[config.mk]
export PLATFORM = sky130hd
export DESIGN_NAME = sar_adc_ctrl
export DESIGN_NICKNAME = d
export VERILOG_FILES = /design/src/rtl/sar_adc_pkg.sv /design/src/rtl/sar_ctrl_regs.sv /design/src/rtl/sar_search_engine.sv /design/src/rtl/sar_result_regs.sv /design/src/rtl/sar_adc_ctrl.sv
export SDC_FILE = /design/constraint.sdc
export NUM_CORES = 1
export LEC_CHECK = 0
export ABC_AREA = 1
export ABC_CLOCK_PERIOD_IN_PS = 1960
export BUFFER_PORTS_ARGS = -buffer_cell sky130_fd_sc_hd__buf_2
export CAP_MARGIN = 10
export CORE_MARGIN = 2
export CORE_UTILIZATION = 55
export DETAILED_ROUTE_END_ITERATION = 12
export PLACE_DENSITY = 0.77
export SLEW_MARGIN = 20
export SYNTH_ARGS = -nofsm -noshare
export SYNTH_HDL_FRONTEND = slang
export SYNTH_HIERARCHICAL = 1
export SYNTH_SLANG_ARGS = --single-unit
[constraint.sdc]
create_clock -name clk -period 1.96 [get_ports clk]
set_input_delay 0.294 -clock clk [delete_from_list [all_inputs] [get_ports clk]]
set_output_delay 0.294 -clock clk [all_outputs]
set_load 0.01 [all_outputs]
[src/rtl/sar_adc_pkg.sv]
// Package: shared register addresses, control byte bit positions and
// the search state encoding for the successive-approximation controller.
package sar_adc_pkg;
    localparam int unsigned BUS_W  = 8;
    localparam int unsigned ADDR_W = 2;
    localparam int unsigned CHAN_W = 4;
    localparam int unsigned DEN_W  = 2;

    localparam logic [ADDR_W-1:0] ADR_CTRL  = 2'd0;
    localparam logic [ADDR_W-1:0] ADR_RES_A = 2'd1;
    localparam logic [ADDR_W-1:0] ADR_RES_B = 2'd2;

    localparam int unsigned CTL_FLAG_BIT = 3;
    localparam int unsigned CTL_CHHI_BIT = 4;
    localparam int unsigned WIDTH_BIT    = 7;

    typedef enum logic [1:0] {
        ST_IDLE  = 2'd0,
        ST_TRIAL = 2'd1,
        ST_LOAD  = 2'd2
    } sar_state_t;
endpackage

[src/rtl/sar_ctrl_regs.sv]
// Control/status and width registers.
// Holds the channel number, the DAC enables, the completion flag and the
// conversion-width bit. Decodes a start request from a control write.
// Assumes the bus strobes are single-cycle and synchronous to clk.
module sar_ctrl_regs
    import sar_adc_pkg::*;
(
    input  logic                 clk,
    input  logic                 rst_n,
    input  logic                 wr_en,
    input  logic [ADDR_W-1:0]    addr,
    input  logic [BUS_W-1:0]     wdata,
    input  logic                 conv_done,
    output logic                 start,
    output logic                 flag_q,
    output logic                 width8_q,
    output logic [CHAN_W-1:0]    chan_q,
    output logic [DEN_W-1:0]     den_q,
    output logic [BUS_W-1:0]     ctrl_byte
);
    logic ctrl_wr;

    // Decode a control write and a start request (flag bit written low).
    always_comb begin
        ctrl_wr = wr_en && (addr == ADR_CTRL);
        start   = ctrl_wr && !wdata[CTL_FLAG_BIT];
    end

    // Register updates: fields on control write, flag on start/completion.
    always_ff @(posedge clk) begin
        if (!rst_n) begin
            chan_q   <= '0;
            den_q    <= '0;
            flag_q   <= 1'b1;
            width8_q <= 1'b0;
        end else begin
            if (ctrl_wr) begin
                chan_q <= {wdata[CTL_CHHI_BIT], wdata[2:0]};
                den_q  <= wdata[7:6];
            end
            if (start)
                flag_q <= 1'b0;
            else if (conv_done)
                flag_q <= 1'b1;
            if (wr_en && (addr == ADR_RES_B))
                width8_q <= wdata[WIDTH_BIT];
        end
    end

    // Assemble the readable control byte; bit 5 is unused and reads 0.
    always_comb begin
        ctrl_byte = {den_q, 1'b0, chan_q[3], flag_q, chan_q[2:0]};
    end

    AST_START_DROPS_FLAG: assert property (@(posedge clk) disable iff (!rst_n)
        start |=> !flag_q);
endmodule

[src/rtl/sar_search_engine.sv]
// Binary-search sequencer.
// On start it captures the width and clears the accumulator. It then tries
// one bit per cycle, MSB first, keeping the bit when cmp_in is 1, and
// spends one load cycle before returning idle. In narrow mode the ladder
// code is the trial shifted up with a half-step subtracted.
// Assumes FULL_W > NARROW_W and that cmp_in settles within one cycle.
module sar_search_engine
    import sar_adc_pkg::*;
#(
    parameter int unsigned FULL_W   = 10,
    parameter int unsigned NARROW_W = 8
) (
    input  logic              clk,
    input  logic              rst_n,
    input  logic              start,
    input  logic              width8,
    input  logic              cmp_in,
    output logic [FULL_W-1:0] dac_code,
    output logic              done_pulse,
    output logic [FULL_W-1:0] result,
    output logic              result_w8
);
    localparam int unsigned IDX_W = $clog2(FULL_W);
    localparam int unsigned SHIFT = FULL_W - NARROW_W;
    localparam logic [FULL_W-1:0] HALF_STEP = FULL_W'(1) << (SHIFT - 1);

    sar_state_t        state_q;
    logic [IDX_W-1:0]  idx_q;
    logic [FULL_W-1:0] acc_q;
    logic              w8_q;
    logic [FULL_W-1:0] trial;

    // Form the trial code and the ladder output for the current bit.
    always_comb begin
        trial = acc_q | (FULL_W'(1) << idx_q);
        if (state_q != ST_TRIAL)
            dac_code = '0;
        else if (w8_q)
            dac_code = (trial << SHIFT) - HALF_STEP;
        else
            dac_code = trial;
    end

    // Completion is suppressed when a restart arrives in the load cycle.
    always_comb begin
        done_pulse = (state_q == ST_LOAD) && !start;
        result     = acc_q;
        result_w8  = w8_q;
    end

    // Search sequencing: restart on start, else step down one bit per cycle.
    always_ff @(posedge clk) begin
        if (!rst_n) begin
            state_q <= ST_IDLE;
            idx_q   <= '0;
            acc_q   <= '0;
            w8_q    <= 1'b0;
        end else if (start) begin
            state_q <= ST_TRIAL;
            idx_q   <= width8 ? IDX_W'(NARROW_W - 1) : IDX_W'(FULL_W - 1);
            acc_q   <= '0;
            w8_q    <= width8;
        end else begin
            case (state_q)
                ST_TRIAL: begin
                    if (cmp_in)
                        acc_q <= trial;
                    if (idx_q == '0)
                        state_q <= ST_LOAD;
                    else
                        idx_q <= idx_q - 1'b1;
                end
                ST_LOAD:  state_q <= ST_IDLE;
                default:  state_q <= ST_IDLE;
            endcase
        end
    end

    AST_IDX_DESCENDS: assert property (@(posedge clk) disable iff (!rst_n)
        (state_q == ST_TRIAL) && !start |=> (state_q == ST_LOAD) || (idx_q == $past(idx_q) - 1'b1));
    AST_KEPT_BITS_STAY: assert property (@(posedge clk) disable iff (!rst_n)
        (state_q == ST_TRIAL) && !start |=> ((acc_q & $past(acc_q)) == $past(acc_q)));
endmodule

[src/rtl/sar_result_regs.sv]
// Result storage and read-order sequencing.
// Captures the finished code only on completion. It tracks whether the
// secondary byte has been read since then, which switches the primary
// byte from the MSB-aligned to the LSB-aligned view.
// Assumes BUS_W < FULL_W <= 2*BUS_W - 1.
module sar_result_regs
    import sar_adc_pkg::*;
#(
    parameter int unsigned FULL_W = 10
) (
    input  logic              clk,
    input  logic              rst_n,
    input  logic              done_pulse,
    input  logic [FULL_W-1:0] result,
    input  logic              result_w8,
    input  logic              rd_en,
    input  logic [ADDR_W-1:0] addr,
    input  logic              width8,
    output logic [BUS_W-1:0]  res_a_byte,
    output logic [BUS_W-1:0]  res_b_byte
);
    localparam int unsigned HI_W  = FULL_W - BUS_W;
    localparam int unsigned PAD_W = BUS_W - 1 - HI_W;

    logic [FULL_W-1:0] full_q;
    logic              last_w8_q;
    logic              low_view_q;

    // Capture the result on completion; track the read order.
    always_ff @(posedge clk) begin
        if (!rst_n) begin
            full_q     <= '0;
            last_w8_q  <= 1'b0;
            low_view_q <= 1'b0;
        end else begin
            if (done_pulse) begin
                full_q     <= result;
                last_w8_q  <= result_w8;
                low_view_q <= 1'b0;
            end else if (rd_en && (addr == ADR_RES_B)) begin
                low_view_q <= 1'b1;
            end
        end
    end

    // Present the primary byte in the view that the read order selects.
    always_comb begin
        if (last_w8_q || low_view_q)
            res_a_byte = full_q[BUS_W-1:0];
        else
            res_a_byte = full_q[FULL_W-1:FULL_W-BUS_W];
        res_b_byte = {width8, {PAD_W{1'b0}}, full_q[FULL_W-1:BUS_W]};
    end

    AST_HOLD_PREVIOUS: assert property (@(posedge clk) disable iff (!rst_n)
        !done_pulse |=> $stable(full_q));
endmodule

[src/rtl/sar_adc_ctrl.sv]
// Top level of the successive-approximation ADC controller.
// Connects the register file, the search engine and the result storage.
// Selects the read data by address and registers the interrupt pulse so
// that it coincides with the completion flag.
// Assumes a single bus master and an external comparator and ladder.
module sar_adc_ctrl
    import sar_adc_pkg::*;
#(
    parameter int unsigned RES_W    = 10,
    parameter int unsigned NARROW_W = 8
) (
    input  logic                 clk,
    input  logic                 rst_n,
    input  logic [1:0]           bus_addr,
    input  logic                 bus_wr,
    input  logic                 bus_rd,
    input  logic [7:0]           bus_wdata,
    output logic [7:0]           bus_rdata,
    input  logic                 cmp_in,
    output logic [RES_W-1:0]     dac_code,
    output logic [3:0]           chan_sel,
    output logic [1:0]           dac_out_en,
    output logic                 irq
);
    logic              start;
    logic              flag_q;
    logic              width8_q;
    logic [BUS_W-1:0]  ctrl_byte;
    logic              done_pulse;
    logic [RES_W-1:0]  result;
    logic              result_w8;
    logic [BUS_W-1:0]  res_a_byte;
    logic [BUS_W-1:0]  res_b_byte;

    sar_ctrl_regs u_regs (
        .clk       (clk),
        .rst_n     (rst_n),
        .wr_en     (bus_wr),
        .addr      (bus_addr),
        .wdata     (bus_wdata),
        .conv_done (done_pulse),
        .start     (start),
        .flag_q    (flag_q),
        .width8_q  (width8_q),
        .chan_q    (chan_sel),
        .den_q     (dac_out_en),
        .ctrl_byte (ctrl_byte)
    );

    sar_search_engine #(.FULL_W(RES_W), .NARROW_W(NARROW_W)) u_engine (
        .clk        (clk),
        .rst_n      (rst_n),
        .start      (start),
        .width8     (width8_q),
        .cmp_in     (cmp_in),
        .dac_code   (dac_code),
        .done_pulse (done_pulse),
        .result     (result),
        .result_w8  (result_w8)
    );

    sar_result_regs #(.FULL_W(RES_W)) u_result (
        .clk        (clk),
        .rst_n      (rst_n),
        .done_pulse (done_pulse),
        .result     (result),
        .result_w8  (result_w8),
        .rd_en      (bus_rd),
        .addr       (bus_addr),
        .width8     (width8_q),
        .res_a_byte (res_a_byte),
        .res_b_byte (res_b_byte)
    );

    // Read data selection by address; unused address reads zero.
    always_comb begin
        case (bus_addr)
            ADR_CTRL:  bus_rdata = ctrl_byte;
            ADR_RES_A: bus_rdata = res_a_byte;
            ADR_RES_B: bus_rdata = res_b_byte;
            default:   bus_rdata = '0;
        endcase
    end

    // Interrupt request: one registered pulse per completed conversion.
    always_ff @(posedge clk) begin
        if (!rst_n)
            irq <= 1'b0;
        else
            irq <= done_pulse;
    end

    AST_IRQ_SINGLE: assert property (@(posedge clk) disable iff (!rst_n)
        irq |=> !irq);
    AST_IRQ_WITH_FLAG: assert property (@(posedge clk) disable iff (!rst_n)
        irq |-> flag_q);
endmodule

==> flow_summary_export.csv, run 1 <==
group,metric,value,unit
clock_tree,path_clk_slew,0.07,ns
critical_path,critical_path.max_fanout,3,
power_and_ir_drop,power.static_leakage,1.436,nW
global_route,grtUsageMet3,0.04506,
floorplanning,start_util,0.5808,
global_route,grt_antenna_before_repair,0,
routing,via_per_inst,5.145,
floorplanning,num_io_pins,40,
global_route,grtUsageMet2,0.3729,
worst_hold_path,worst_hold_path_type,"input port to flip-flop",
placement,port_buffers,38,
critical_path,worst_ep_arrival_time,1.81,ns
clock_tree,cts_tree,"done",
final_layout,layout.filler_cells,361,
global_route,grt.busiest_layer,"met2",
final_layout,area_growth_syn_to_layout,16.08,%
clock_tree,root_buffer_master,"sky130_fd_sc_hd__clkbuf_8",
placement,dp_hpwl,3921,um
sta,timing_hold_violations_final,0,
final_layout,nets,412,
logic_synthesis,synth.top_cells.by_area,"sky130_fd_sc_hd__dfxtp_1 (32%), sky130_fd_sc_hd__nand2_1 (10%), sky130_fd_sc_hd__nor2_1 (8.7%)",
sta,fin_crit,2.104,ns
global_route,grt_util_met1,0.3140,
sta,max_freq,475.3,MHz
logic_synthesis,ys.flop_type,"sky130_fd_sc_hd__dfxtp_1",
sta,timing.final.ws_setup,-0.1438,ns
logic_synthesis,postSynthAreaPerCell,6.840,um^2
placement,post_place_cell_area,2539,um^2
routing,ant_nets,0,
critical_path,criticalPathCategory,"flip-flop to output pin",
clock_tree,cts_max_level,2,
logic_synthesis,synth.cell_area,2374,um^2
power_and_ir_drop,powerDensity,603.1,nW/um^2
critical_path,rr_worst_depth,9,
logic_synthesis,post_synth_top_area_cell,"sky130_fd_sc_hd__dfxtp_1",
routing,initial_drt_pass_iterations,4,
routing,wl_per_instance,12.36,um
final_layout,antenna-diode-count,0,
routing,drc_errors,0,
sta,final.period_utilization,1.073,
routing,dr_total_vias,2274,
critical_path,start_kind,"flip-flop",
critical_path,worst-endpoint-required,1.67,ns
critical_path,cp-end-kind,"output pin",
clock_tree,clock_insertion_delay_worst_skew,0.29,ns
sta,rsz0062_at_grt,"yes",
flow_run,max_cap_viol_count,0,
final_layout,ratio_of_cells_with_drive_above_1_in_the_final_layout,0.2602,
clock_tree,cts-buffers-inserted,5,
floorplanning,num_rows,23,
final_layout,final_cell_count_no_fill,442,
global_route,grt_pass1_wl,9335,um
critical_path,rrSetupSlack,0.60,ns
logic_synthesis,netlist_instances,347,
floorplanning,floorplan.die.width,69.69,um
logic_synthesis,postSynthRegisterBits,38,
sta,final-setup-viol-count,7,
sta,timing_max_transition_violations_final,0,
sta,fin_worst_hold_slack,0.2442,ns
floorplanning,die_area,4857,um^2
global_route,grtUsageTotal,0.2331,
worst_hold_path,min_delay_path_depth,3,
outcome,failed_checks,"negative setup slack",
clock_tree,cts.path.max_buffers,2,
logic_synthesis,ys_warn_count,6,
logic_synthesis,share_of_async_settable_or_async_resettable_flops_after_synthesis,0,
outcome,result_of_the_run,"finished, violations left",
final_layout,layout.cell_area.non_filler,2755,um^2
routing,drt_first_iter_violations,202,
global_route,maximum_number_of_pins_on_one_net_before_global_route_repair,26,
final_layout,layout.core_utilization,0.6742,
floorplanning,core-area,4086,um^2
placement,place.gp.congestion,0.9014,
routing,totalWireLength,5465,um
global_route,grt_pass1_vias,2095,
logic_synthesis,ys_types,31,
floorplanning,die_height,69.69,um
logic_synthesis,number_of_enable_flip_flop_cells_after_synthesis,0,
sta,fin_worst_skew,0.005778,ns
power_and_ir_drop,ir_drop,0.4300,mV
clock_tree,clkSinkCount,38,
clock_tree,hold_buffers,0,
global_route,global_route_total_overflow,0,
placement,placedCellCount,428,
logic_synthesis,yosysSeqAreaShare,0.3205,
logic_synthesis,synth_top_area_share,0.3205,
cell families (layout without fill, tap and decap cells):
logic type | count (synthesis) | after routing | synth area share
other | 2 | 6 | 0.003164
AND/OR/NAND/NOR | 174 | 174 | 0.3284
adder cells (fa/ha/maj) | 6 | 6 | 0.03163
XOR/XNOR | 4 | 4 | 0.01476
flip-flops | 38 | 38 | 0.3205
AO/OA/AOI/OAI | 57 | 57 | 0.1444
buffers and inverters | 66 | 107 | 0.1571
sequential cells by signal, indices dropped and copies added, names as in the netlist:
register and count:
u_engine/state_q 2, u_regs/chan_q 4, u_engine/result_w8 1, u_regs/flag_q 1
irq 1, u_regs/width8_q 1, u_regs/den_q 2, u_engine/idx_q 4
u_result/full_q 10, u_engine/result 10, u_result/low_view_q 1, u_result/last_w8_q 1
stage by stage:
stage	setup WS (ns)	TNS (ns)	total power, mW
6_report	-0.1438	-0.6995	1.662
5_1_grt	-0.2880	-1.433	1.748
4_1_cts	-0.1550	-0.7693	1.664
3_5_place_dp	-0.04084	-0.04084	1.091
3_3_place_gp	0.05006	0	1.083
2_1_floorplan	0.05693	0	1.027
final timing paths:
check	from	to
worst max-delay path	u_engine/idx_q[0]	dac_code[8]
worst max register to register	u_engine/idx_q[0]	u_engine/idx_q[3]
worst min-delay path	bus_wdata[7]	u_regs/width8_q
worst min register to register	u_result/full_q[1]	u_result/full_q[1]
per-layer routing:
| metal | part of all wire | vias up |
|---|---|---|
| met3 | 0.047 | 10 |
| met2 | 0.47 | 69 |
| met4 | 0.017 | 0 |
| met5 | 0 | - |
| li1 | - | 1177 |
| met1 | 0.47 | 1018 |
cells in the mapped netlist, types with 2 or more instances:
master	count
sky130_fd_sc_hd__nor2_2	2
sky130_fd_sc_hd__inv_2	2
sky130_fd_sc_hd__dfxtp_1	38
sky130_fd_sc_hd__o22ai_1	4
sky130_fd_sc_hd__inv_1	36
sky130_fd_sc_hd__nor2_8	2
sky130_fd_sc_hd__ha_1	6
sky130_fd_sc_hd__o21ai_1	4
sky130_fd_sc_hd__a31oi_1	4
sky130_fd_sc_hd__nand3_1	41
sky130_fd_sc_hd__nor3_1	3
sky130_fd_sc_hd__buf_4	19
sky130_fd_sc_hd__nor2_4	2
sky130_fd_sc_hd__buf_6	7
sky130_fd_sc_hd__nand2_1	64
sky130_fd_sc_hd__nand2_2	2
sky130_fd_sc_hd__a21oi_1	15
sky130_fd_sc_hd__o21ai_0	23
sky130_fd_sc_hd__xor2_1	3
sky130_fd_sc_hd__a21oi_4	3
sky130_fd_sc_hd__conb_1	2
sky130_fd_sc_hd__a211oi_1	2
sky130_fd_sc_hd__nor2_1	55
worst max-delay path, cell delays in order, from the launching register on:
cell and delay (ns):
sky130_fd_sc_hd__dfxtp_2 0.34, sky130_fd_sc_hd__buf_6 0.12, sky130_fd_sc_hd__ha_4 0.17, sky130_fd_sc_hd__a21oi_4 0.17, sky130_fd_sc_hd__ha_4 0.16, sky130_fd_sc_hd__nand2_2 0.06
sky130_fd_sc_hd__nor2_4 0.11, sky130_fd_sc_hd__nand2_1 0.06, sky130_fd_sc_hd__nand2_1 0.06, sky130_fd_sc_hd__nand2_1 0.05, sky130_fd_sc_hd__nand2_1 0.05, sky130_fd_sc_hd__nand2_1 0.05
sky130_fd_sc_hd__buf_2 0.13
cells in the final DEF (no fill, tap or decap), types with 6 or more instances in the layout:
master,n
sky130_fd_sc_hd__o21ai_0,22
sky130_fd_sc_hd__nand2_1,62
sky130_fd_sc_hd__buf_2,38
sky130_fd_sc_hd__nand3_1,41
sky130_fd_sc_hd__buf_4,21
sky130_fd_sc_hd__conb_1,6
sky130_fd_sc_hd__nor2_1,51
sky130_fd_sc_hd__dfxtp_1,34
sky130_fd_sc_hd__a21oi_1,15
sky130_fd_sc_hd__clkbuf_8,6
sky130_fd_sc_hd__inv_1,33
where the power goes:
group	switching, mW	internal, mW
Sequential	0.0196	0.790
Clock	0.272	0.284
Combinational	0.170	0.127
Total	0.461	1.20
timing repair:
action                                  CTS  global route
pin swaps                                10             3
setup buffers                             5             1
endpoints found under the setup margin    7             6
gates resized for setup                  20             5
layout make-up:
cell class                      instances  area (um^2)  area share
Clock inverter                          1        5.005    0.001817
Sequential cell                        38        765.7      0.2779
Timing Repair Buffer                   61        370.4      0.1344
Tap cell                               50        62.56     0.02271
Inverter                               38        142.6     0.05177
Multi-Input combinational cell        247         1323      0.4800
Clock buffer                            7        86.33     0.03134
Power figures use the tool's default switching activity.
==> run 2, diff against run 1 <==
Settings changed: CORE_UTILIZATION 55 to 50, PLACE_DENSITY 0.77 to 0.71.
==> run 2 against run 1 <==
Effect of this change:
- the flow still finishes with violations (negative setup slack)
- die area rose by 9.4%
- routed wire length is 0.20% lower
- combinational power grew 6%
- via count increased by 1.1%
- first-iteration DRC count down 25%
- critical endpoint is now dac_code[7]
==> flow_summary_export.csv, run 2 (synthesis gave the netlist of run 1 again) <==
group,metric,value,unit
outcome,result_of_the_run,"finished, violations left",
outcome,failed_checks,"negative setup slack",
critical_path,worst-endpoint-required,1.67,ns
final_layout,layout.cell_area.non_filler,2793,um^2
routing,totalWireLength,5454,um
sta,timing.final.ws_setup,-0.1611,ns
floorplanning,num_rows,25,
critical_path,criticalPathCategory,"flip-flop to output pin",
global_route,grt_pass1_wl,8852,um
routing,drt-met1-wl,2394,um
sta,fin_worst_skew,0.005841,ns
clock_tree,cts.path.max_buffers,2,
final_layout,nets,412,
placement,post_place_cell_area,2521,um^2
routing,ant_nets,0,
final_layout,mostFrequentLayoutCells,"sky130_fd_sc_hd__nand2_1 (61), sky130_fd_sc_hd__nor2_1 (50), sky130_fd_sc_hd__nand3_1 (41), sky130_fd_sc_hd__buf_2 (38)",
critical_path,rr_worst_depth,10,
clock_tree,cts_max_level,2,
clock_tree,clock_insertion_delay_worst_skew,0.29,ns
routing,dr.max_layer_used,"met4",
sta,max_freq,471.4,MHz
final_layout,ratio_of_cells_with_drive_above_1_in_the_final_layout,0.2679,
floorplanning,floorplan.die.width,72.90,um
clock_tree,hold_buffers,0,
critical_path,cp_slowest_cell,"sky130_fd_sc_hd__dfxtp_2",
power_and_ir_drop,ir_drop,0.3205,mV
critical_path,critical_path.reg2reg.endpoint,"u_engine/idx_q[3]",
critical_path,worst_ep_arrival_time,1.83,ns
worst_hold_path,min_from,"bus_wdata[7]",
routing,routed-wl-met3,252,um
worst_hold_path,min_delay_path_depth,3,
critical_path,crit_top_cell,"sky130_fd_sc_hd__nand2_1",
sta,timing_hold_violations_final,0,
critical_path,worstPathBufferInverterCount,3,
clock_tree,clkSinkCount,38,
critical_path,timing.critical_path.cells,"buf_6 -> ha_4 -> a21oi_4 -> buf_4 -> nand2_2 -> nor2_4 -> nand2_1 -> nand2_1 -> nand3_1 -> o21ai_0 -> buf_2",
sta,final.period_utilization,1.082,
critical_path,start_kind,"flip-flop",
floorplanning,die_height,72.90,um
routing,initial_drt_pass_iterations,5,
critical_path,cp-end-kind,"output pin",
sta,rsz0062_at_grt,"yes",
global_route,grt_antenna_before_repair,0,
final_layout,most_common_cell_after_layout_fill_and_taps_aside,"sky130_fd_sc_hd__nand2_1",
routing,dr_wl_met2,2710,um
floorplanning,start_util,0.5093,
sta,fin_worst_hold_slack,0.2487,ns
clock_tree,root_buffer_master,"sky130_fd_sc_hd__clkbuf_8",
placement,place.gp.congestion,0.8424,
power_and_ir_drop,power.static_leakage,1.439,nW
global_route,maximum_number_of_pins_on_one_net_before_global_route_repair,26,
global_route,grtUsageTotal,0.2144,
sta,fin_crit,2.121,ns
global_route,grt_pass1_vias,2015,
floorplanning,num_io_pins,40,
placement,dp_hpwl,3860,um
placement,port_buffers,38,
final_layout,antenna-diode-count,0,
floorplanning,core-area,4661,um^2
worst_hold_path,worst_hold_path_type,"input port to flip-flop",
critical_path,worst_path_dominant_cell_family,"buffers and inverters",
routing,dr_total_vias,2298,
power_and_ir_drop,powerDensity,598.6,nW/um^2
routing,via_per_inst,5.152,
critical_path,r2r_start,"u_engine/idx_q[1]",
critical_path,critical_path.max_fanout,5,
routing,wl_per_instance,12.23,um
worst_hold_path,hold_end,"u_regs/width8_q",
clock_tree,cts-buffers-inserted,5,
critical_path,rrSetupSlack,0.49,ns
sta,timing_max_transition_violations_final,0,
routing,drc_errors,0,
clock_tree,path_clk_slew,0.07,ns
sta,final-setup-viol-count,6,
clock_tree,cts_tree,"done",
floorplanning,die_area,5314,um^2
critical_path,crit_path_max_incr_delay,0.34,ns
flow_run,max_cap_viol_count,0,
final_layout,area_growth_syn_to_layout,17.66,%
routing,drt_first_iter_violations,151,
global_route,global_route_total_overflow,0,
run 2: cell counts in the layout (fill, tap and decap cells not counted):
Identical to the previous run, type by type.
run 2: cell type report:
cell class                      instances  area [um^2]
Fill cell                             428         1868
Clock inverter                          1        5.005
Clock buffer                            7        86.33
Tap cell                               54        67.56
Timing Repair Buffer                   61        374.1
Inverter                               38        150.1
Multi-Input combinational cell        247         1343
Sequential cell                        38        767.0
run 2: worst max path at each step:
stage / start / end / slack (ns) / cells past startpoint
2_1_floorplan: u_engine/idx_q[0] / dac_code[6] / 0.06 / 10
3_3_place_gp: u_engine/idx_q[0] / dac_code[8] / 0.02 / 12
3_5_place_dp: u_engine/idx_q[0] / dac_code[8] / -0.0009 / 14
4_1_cts: u_engine/idx_q[0] / dac_code[8] / -0.17 / 13
5_1_grt: u_engine/idx_q[0] / dac_code[7] / -0.26 / 11
6_report: u_engine/idx_q[0] / dac_code[7] / -0.16 / 11
run 2: timing repair:
item	4_1_cts	5_1_grt
resized for setup	25	9
pin swaps	16	10
setup buffers	8	3
endpoints found under the setup margin	7	8
run 2: worst min-delay path, cell delays in order:
cell                     delay, ns
sky130_fd_sc_hd__buf_2        0.09
sky130_fd_sc_hd__nor2_1       0.04
sky130_fd_sc_hd__nor2_1       0.08
run 2: layer usage:
layer | vias up | track usage
met5 | - | 0
met4 | 0 | 0.08230
met3 | 8 | 0.04558
met2 | 65 | 0.3667
met1 | 1046 | 0.2633
li1 | 1179 | -
run 2: where the power goes:
| part | total, mW | leakage, nW | internal, mW | switching, mW |
|---|---|---|---|---|
| logic | 0.315 | 1.08 | 0.140 | 0.175 |
| clock network | 0.548 | 0.0482 | 0.284 | 0.264 |
| registers | 0.809 | 0.310 | 0.790 | 0.0190 |
run 2: stage by stage:
stage / setup TNS [ns] / cells / setup slack [ns] / power, mW / utilization
after detailed placement: -0.0008655 / 429 / -0.0008655 / 1.084 / 0.5409
after global routing: -1.438 / 446 / -0.2587 / 1.763 / 0.5992
after global placement: 0 / 429 / 0.02234 / 1.080 / 0.5409
after CTS: -0.8030 / 443 / -0.1721 / 1.669 / 0.5887
after floorplan: 0 / 351 / 0.05693 / 1.027 / -
final: -0.7527 / 446 / -0.1611 / 1.672 / 0.5992
